**config.mk**
```make
export PLATFORM = sky130hd
export DESIGN_NAME = tick_timer
export DESIGN_NICKNAME = d
export VERILOG_FILES = /design/src/rtl/tick_pkg.sv /design/src/rtl/tick_regs.sv /design/src/rtl/tick_counter.sv /design/src/rtl/tick_flag.sv /design/src/rtl/tick_timer.sv
export SDC_FILE = /design/constraint.sdc
export NUM_CORES = 1
export LEC_CHECK = 0
export ABC_CLOCK_PERIOD_IN_PS = 2009
export BUFFER_PORTS_ARGS = -buffer_cell sky130_fd_sc_hd__buf_2
export CAP_MARGIN = 20
export CORE_UTILIZATION = 42
export CTS_CLUSTER_SIZE = 30
export DETAILED_ROUTE_END_ITERATION = 6
export GPL_ROUTABILITY_DRIVEN = 1
export MAX_ROUTING_LAYER = met4
export PLACE_DENSITY = 0.64
export SLEW_MARGIN = 20
export SYNTH_ARGS = -nofsm -noshare
export SYNTH_HDL_FRONTEND = slang
export SYNTH_SLANG_ARGS = --single-unit
```
**constraint.sdc**
```tcl
create_clock -name clk -period 2.01 [get_ports clk]
set_input_delay 0.1005 -clock clk [delete_from_list [all_inputs] [get_ports clk]]
set_output_delay 0.1005 -clock clk [all_outputs]
set_load 0.01 [all_outputs]
```
**src/rtl/tick_pkg.sv**
```systemverilog
package tick_pkg;

    localparam int CNT_W    = 24;
    localparam int DATA_W   = 32;
    localparam int ADDR_W   = 4;

    localparam int RUN_BIT  = 0;
    localparam int IE_BIT   = 1;
    localparam int SRC_BIT  = 2;
    localparam int FLAG_BIT = 16;

    localparam logic [7:0] OFS_CTRL    = 8'h00;
    localparam logic [7:0] OFS_RELOAD  = 8'h04;
    localparam logic [7:0] OFS_CURRENT = 8'h08;

    typedef enum logic [1:0] {
        SEL_CTRL,
        SEL_RELOAD,
        SEL_CURRENT,
        SEL_NONE
    } reg_sel_e;

    typedef struct packed {
        logic core_src;
        logic irq_en;
        logic run;
    } ctrl_t;

    typedef struct packed {
        logic wr_ctrl;
        logic wr_reload;
        logic wr_current;
        logic rd_ctrl;
    } bus_ops_t;

    function automatic reg_sel_e decode_ofs(input logic [7:0] ofs);
        case (ofs)
            OFS_CTRL:    return SEL_CTRL;
            OFS_RELOAD:  return SEL_RELOAD;
            OFS_CURRENT: return SEL_CURRENT;
            default:     return SEL_NONE;
        endcase
    endfunction

    function automatic ctrl_t ctrl_from_word(input logic [DATA_W-1:0] w);
        ctrl_t c;
        c.run      = w[RUN_BIT];
        c.irq_en   = w[IE_BIT];
        c.core_src = w[SRC_BIT];
        return c;
    endfunction

    function automatic logic [DATA_W-1:0] ctrl_to_word(input ctrl_t c, input logic flag);
        logic [DATA_W-1:0] w;
        w           = '0;
        w[RUN_BIT]  = c.run;
        w[IE_BIT]   = c.irq_en;
        w[SRC_BIT]  = c.core_src;
        w[FLAG_BIT] = flag;
        return w;
    endfunction

endpackage

```
**src/rtl/tick_regs.sv**
```systemverilog
module tick_regs
    import tick_pkg::*;
#(
    parameter int CW = CNT_W,
    parameter int DW = DATA_W,
    parameter int AW = ADDR_W
) (
    input  logic          clk,
    input  logic          rst,
    input  logic [AW-1:0] bus_addr,
    input  logic          bus_wr,
    input  logic          bus_rd,
    input  logic [DW-1:0] bus_wdata,
    input  logic          flag,
    input  logic [CW-1:0] cnt,
    output ctrl_t         ctrl,
    output logic [CW-1:0] reload,
    output bus_ops_t      ops,
    output logic [DW-1:0] bus_rdata
);

    reg_sel_e sel;
    logic [DW-1:0] rd_word;

    always_comb begin
        sel            = decode_ofs(8'(bus_addr));
        ops.wr_ctrl    = bus_wr && (sel == SEL_CTRL);
        ops.wr_reload  = bus_wr && (sel == SEL_RELOAD);
        ops.wr_current = bus_wr && (sel == SEL_CURRENT);
        ops.rd_ctrl    = bus_rd && (sel == SEL_CTRL);
    end

    always_comb begin
        rd_word = '0;
        case (sel)
            SEL_CTRL:    rd_word = ctrl_to_word(ctrl, flag);
            SEL_RELOAD:  rd_word[CW-1:0] = reload;
            SEL_CURRENT: rd_word[CW-1:0] = cnt;
            default:     rd_word = '0;
        endcase
    end

    always_ff @(posedge clk) begin
        if (rst) begin
            ctrl      <= '0;
            reload    <= '0;
            bus_rdata <= '0;
        end else begin
            if (ops.wr_ctrl)   ctrl   <= ctrl_from_word(bus_wdata);
            if (ops.wr_reload) reload <= bus_wdata[CW-1:0];
            if (bus_rd)        bus_rdata <= rd_word;
        end
    end

    // the upper byte never appears on reload or current readback
    a_r1_upper_zero: assert property (@(posedge clk) disable iff (rst)
        bus_rd && (sel != SEL_CTRL) |=> bus_rdata[DW-1:CW] == '0);

    // an unmapped offset reads zero
    a_r10_unmapped: assert property (@(posedge clk) disable iff (rst)
        bus_rd && (sel == SEL_NONE) |=> bus_rdata == '0);

endmodule

```
**src/rtl/tick_counter.sv**
```systemverilog
module tick_counter #(
    parameter int CW = tick_pkg::CNT_W
) (
    input  logic          clk,
    input  logic          rst,
    input  logic          cnt_en,
    input  logic          clr,
    input  logic [CW-1:0] reload,
    output logic [CW-1:0] cnt,
    output logic          wrap
);

    localparam logic [CW-1:0] ONE = CW'(1);

    logic at_zero;

    assign at_zero = (cnt == '0);
    assign wrap    = cnt_en && !clr && (cnt == ONE);

    always_ff @(posedge clk) begin
        if (rst) begin
            cnt <= '0;
        end else if (clr) begin
            cnt <= '0;
        end else if (cnt_en) begin
            if (at_zero) cnt <= reload;
            else         cnt <= cnt - ONE;
        end
    end

    // zero takes the reload value on a count cycle
    a_r2_reload: assert property (@(posedge clk) disable iff (rst)
        cnt_en && !clr && (cnt == '0) |=> cnt == $past(reload));

    // non-zero decreases by one on a count cycle
    a_r2_step: assert property (@(posedge clk) disable iff (rst)
        cnt_en && !clr && (cnt != '0) |=> cnt == $past(cnt) - ONE);

    // no count cycle and no clear leaves the counter unchanged
    a_r7_hold: assert property (@(posedge clk) disable iff (rst)
        !cnt_en && !clr |=> $stable(cnt));

    // a current-value write zeroes the counter
    a_r6_clear: assert property (@(posedge clk) disable iff (rst)
        clr |=> cnt == '0);

endmodule

```
**src/rtl/tick_flag.sv**
```systemverilog
module tick_flag (
    input  logic clk,
    input  logic rst,
    input  logic wrap,
    input  logic clr,
    input  logic rd_ctrl,
    input  logic irq_en,
    output logic flag,
    output logic irq
);

    always_ff @(posedge clk) begin
        if (rst) begin
            flag <= 1'b0;
            irq  <= 1'b0;
        end else begin
            if (clr)          flag <= 1'b0;
            else if (wrap)    flag <= 1'b1;
            else if (rd_ctrl) flag <= 1'b0;
            irq <= wrap && irq_en;
        end
    end

    // a wrap sets the flag even when a read clears it in the same cycle
    a_r5_wrap_wins: assert property (@(posedge clk) disable iff (rst)
        wrap |=> flag);

    // a read with no wrap leaves the flag clear
    a_r5_read_clears: assert property (@(posedge clk) disable iff (rst)
        rd_ctrl && !wrap |=> !flag);

    // irq follows a wrap only when enabled
    a_r8_irq_pulse: assert property (@(posedge clk) disable iff (rst)
        wrap && irq_en |=> irq);

    a_r8_irq_quiet: assert property (@(posedge clk) disable iff (rst)
        !(wrap && irq_en) |=> !irq);

    // a clear leaves the flag low
    a_r6_flag_clear: assert property (@(posedge clk) disable iff (rst)
        clr |=> !flag);

endmodule

```
**src/rtl/tick_timer.sv**
```systemverilog
module tick_timer
    import tick_pkg::*;
#(
    parameter int CW = CNT_W,
    parameter int DW = DATA_W,
    parameter int AW = ADDR_W
) (
    input  logic          clk,
    input  logic          rst,
    input  logic          ref_tick,
    input  logic [AW-1:0] bus_addr,
    input  logic          bus_wr,
    input  logic          bus_rd,
    input  logic [DW-1:0] bus_wdata,
    output logic [DW-1:0] bus_rdata,
    output logic          irq
);

    ctrl_t         ctrl;
    bus_ops_t      ops;
    logic [CW-1:0] reload;
    logic [CW-1:0] cnt;
    logic          flag;
    logic          wrap;
    logic          cnt_en;

    assign cnt_en = ctrl.run && (ctrl.core_src || ref_tick);

    tick_regs #(.CW(CW), .DW(DW), .AW(AW)) u_regs (
        .clk       (clk),
        .rst       (rst),
        .bus_addr  (bus_addr),
        .bus_wr    (bus_wr),
        .bus_rd    (bus_rd),
        .bus_wdata (bus_wdata),
        .flag      (flag),
        .cnt       (cnt),
        .ctrl      (ctrl),
        .reload    (reload),
        .ops       (ops),
        .bus_rdata (bus_rdata)
    );

    tick_counter #(.CW(CW)) u_cnt (
        .clk    (clk),
        .rst    (rst),
        .cnt_en (cnt_en),
        .clr    (ops.wr_current),
        .reload (reload),
        .cnt    (cnt),
        .wrap   (wrap)
    );

    tick_flag u_flag (
        .clk     (clk),
        .rst     (rst),
        .wrap    (wrap),
        .clr     (ops.wr_current),
        .rd_ctrl (ops.rd_ctrl),
        .irq_en  (ctrl.irq_en),
        .flag    (flag),
        .irq     (irq)
    );

    // with the reference source selected and no tick, nothing counts
    a_r9_ref_gate: assert property (@(posedge clk) disable iff (rst)
        !ctrl.core_src && !ref_tick && !ops.wr_current |=> $stable(cnt));

endmodule

```
==> impl_results.md <==
* Switch Pwr at 0.7472 mW
* Final critical-path setup slack at -0.1243 ns
* Failing checks: negative setup slack
* Post-synth EDFFs at 0
* Initial antenna violation count at 0
* Die footprint at 9487 um^2
* Routed via count at 4142
* Comb pwr share at 0.110
* FF/Latch Area at 1548 um^2
* Final hold violation count at 0
* FF+latch count, synth at 77
* Gpl congestion at 0.9037
* Tightest Pin Transition at 0.7832 ns
* Input/output buffers at 57
* CORE AREA at 8763 um^2
* Grt ovf at 0
* Pre-Repair DR Iteration Count at 5
* Flop pwr share at 0.509
* PD cells at 574.7 nW/um^2
* Post-synthesis sequential area ratio at 0.4033
* Setup TNS at -0.6794 ns
* Status: finished, violations left
* First-pass GRT wire length at 19.78 mm
* CTS buffer count at 9
* Startpoint Class: flip-flop
* LEAKAGE at 2.089 nW
* Netlist cell types at 56
* Most frequent cells in the layout: dfxtp_1 (72), nand2_1 (71), buf_4 (70)
* RSZ-0062 raised after global routing: true
* Initial Util at 0.4362
* Placed Instance Area at 4586 um^2
* # nets final at 659
* Cell-by-cell trace of the critical path: or4_4, or4_4, nor4_4, a31oi_1, a311oi_1
* Data arrival, critical path at 2.38 ns
* Largest net degree at the start of global routing at 36
* CTS root buffer: clkbuf_8
* Worst stage delay on the critical path at 0.58 ns
* Clock-pin slew on the worst setup and hold paths at 0.08 ns
* Multi-input gate area at 2245 um^2
* Worst Clk Skew at 0.008957 ns
* Number of core rows at 34
* Area Overhead vs Synth at 37.74%
* # clock sinks at 77
* Skew-Pair Late Insertion Delay at 0.35 ns
* Max transition margin at 0.4773
* Data required, critical path at 2.26 ns
* IO Pins at 74
* Slew Viols, Final at 0
* Fin area at 5265 um^2
* Final Setup Violations at 12
* Antenna diodes at 0
* Most common cell after layout, fill and taps aside: dfxtp_1
* Ratio of cells with drive above 1 in the final layout at 0.3252
* Routed wire length per instance at 17.03 um
* Crit Path Class: flip-flop to flip-flop
* Most used flip-flop cell after synthesis: dfxtp_1
* Overall routing resource usage at 0.2686
* Worst setup EP type: flip-flop
* H-tree depth at 3
* Vias in the first global route at 3974
* Final worst-path cycle share at 1.062
* Detailed Route WL at 12.36 mm
* TritonCTS clock tree: yes
* Switching Fraction at 0.2469
* Synth Instances at 487
* Post-Syn Area at 3822 um^2
* CTS Buffer Depth at 2
* Die H at 97.40 um
* Detail-routed via count per cell at 5.705
* Max cap viols at 0
* P_int at 2.279 mW
* Final-layout fill cell count at 821
* HPWL after DPL at 8.429 mm
* Clock power share at 0.381
* Critical path peak fanout at 7
* Drt drc at 0
* Syn Area/Cell at 7.849 um^2
* Most common cell on crit path: or4_4
* Initial DRC count at 234
* Die Wd at 97.40 um
* Max Freq at 0.4685 GHz
* Ys async rst share at 0
* DP Worst Slack at -0.1116 ns
* Synth Warn # at 0
* Max stage delay cell, worst path: or4_4
* Antenna viol nets, final at 0
* Pwr Total at 3.026 mW
* Min-Delay Path Class: input pin to flip-flop
* VDD IR max at 0.4687 mV
* Clock period minus worst slack at 2.134 ns
==> layer usage <==
metal | GRT usage | part of all wire | wire length [um] | vias up
li1 | - | - | - | 1997
met1 | 0.3427 | 0.45 | 5612 | 1977
met2 | 0.4395 | 0.47 | 5863 | 136
met3 | 0.04460 | 0.050 | 612 | 32
met4 | 0.07579 | 0.022 | 274 | 0
met5 | - | 0 | 0 | -
==> cells in the mapped netlist, drive strengths merged (3+ instances only) <==
master,instances,area [um^2]
mux2i,6,60.06
o22ai,5,31.28
dfxtp,77,1541
nor3,11,60.06
a222oi,4,40.04
or4,9,75.07
a32o,5,50.05
inv,8,30.03
ha,3,37.54
a221oi,4,41.29
a21oi,63,315.3
a31oi,4,25.02
o21ai,19,95.09
buf,24,141.4
mux2,5,56.30
nand2,72,270.3
nand3,9,50.05
clkbuf,23,86.33
a22oi,21,157.7
or3,4,25.02
nor4,14,130.1
nor2,64,242.7
==> area by class of cell <==
type,instances,area share
multi-input combinational,363,0.4263
sequential,77,0.2940
timing repair buffer,156,0.2129
clock buffer,10,0.02614
tap,108,0.02567
clock inverter,4,0.009268
inverter,8,0.005703
==> through the flow <==
step	cells	utilization	hold slack, ns
global route	726	0.6008	0.007581
detailed placement	677	0.5233	0.3476
finish	726	0.6008	0.006987
floorplan	494	-	0.2365
CTS	722	0.5857	0.002009
global placement	677	0.5233	0.3407
==> logic make-up after synthesis <==
logic type	synth area share
other cells	0.0009811
mux	0.03044
compound gates	0.2347
flops	0.4033
buf+inv	0.06743
xor+xnor	0.002292
fa+ha+maj	0.009821
simple gates	0.2511
==> power groups by stage <==
stage          combinational, mW  sequential [mW]  clock, mW
2_1_floorplan              0.163             1.57          0
3_3_place_gp               0.253             1.58          0
3_5_place_dp               0.258             1.58          0
4_1_cts                    0.311             1.54       1.18
5_1_grt                    0.356             1.54       1.25
6_report                   0.332             1.54       1.15
==> worst max-delay path, delay by kind of cell (launching register included) <==
kind	cells	cell delay (ns)
DFF	1	0.32
AOI/OAI and AO/OA	2	0.38
and+or+nand+nor	3	1.32
==> what timing repair did <==
item,CTS,global route
hold buffers,22,0
resized for setup,15,32
setup endpoints to repair,23,24
hold endpoints to repair,23,0
buffers inserted,7,4
cloned,2,0
pin swaps,4,8
==> registers in the layout, summed over array words and instances, names as in the netlist <==
name,count
u_cnt.cnt,24
u_regs.bus_rdata,24
u_regs.reload,24
u_regs.ctrl,3
u_flag.flag,1
u_flag.irq,1
==> path summary, 6_finish.rpt <==
check	start	to	slack (ns)	depth (start not counted)
worst max register to register	u_cnt.cnt[8]	u_cnt.cnt[20]	-0.12	5
worst min register to register	u_regs.reload[12]	u_regs.reload[12]	0.48	2
worst max-delay path	u_cnt.cnt[8]	u_cnt.cnt[20]	-0.12	5
worst min-delay path	bus_wdata[1]	u_regs.reload[1]	0.007	3
Note: power is estimated with default switching activity, not from simulation.
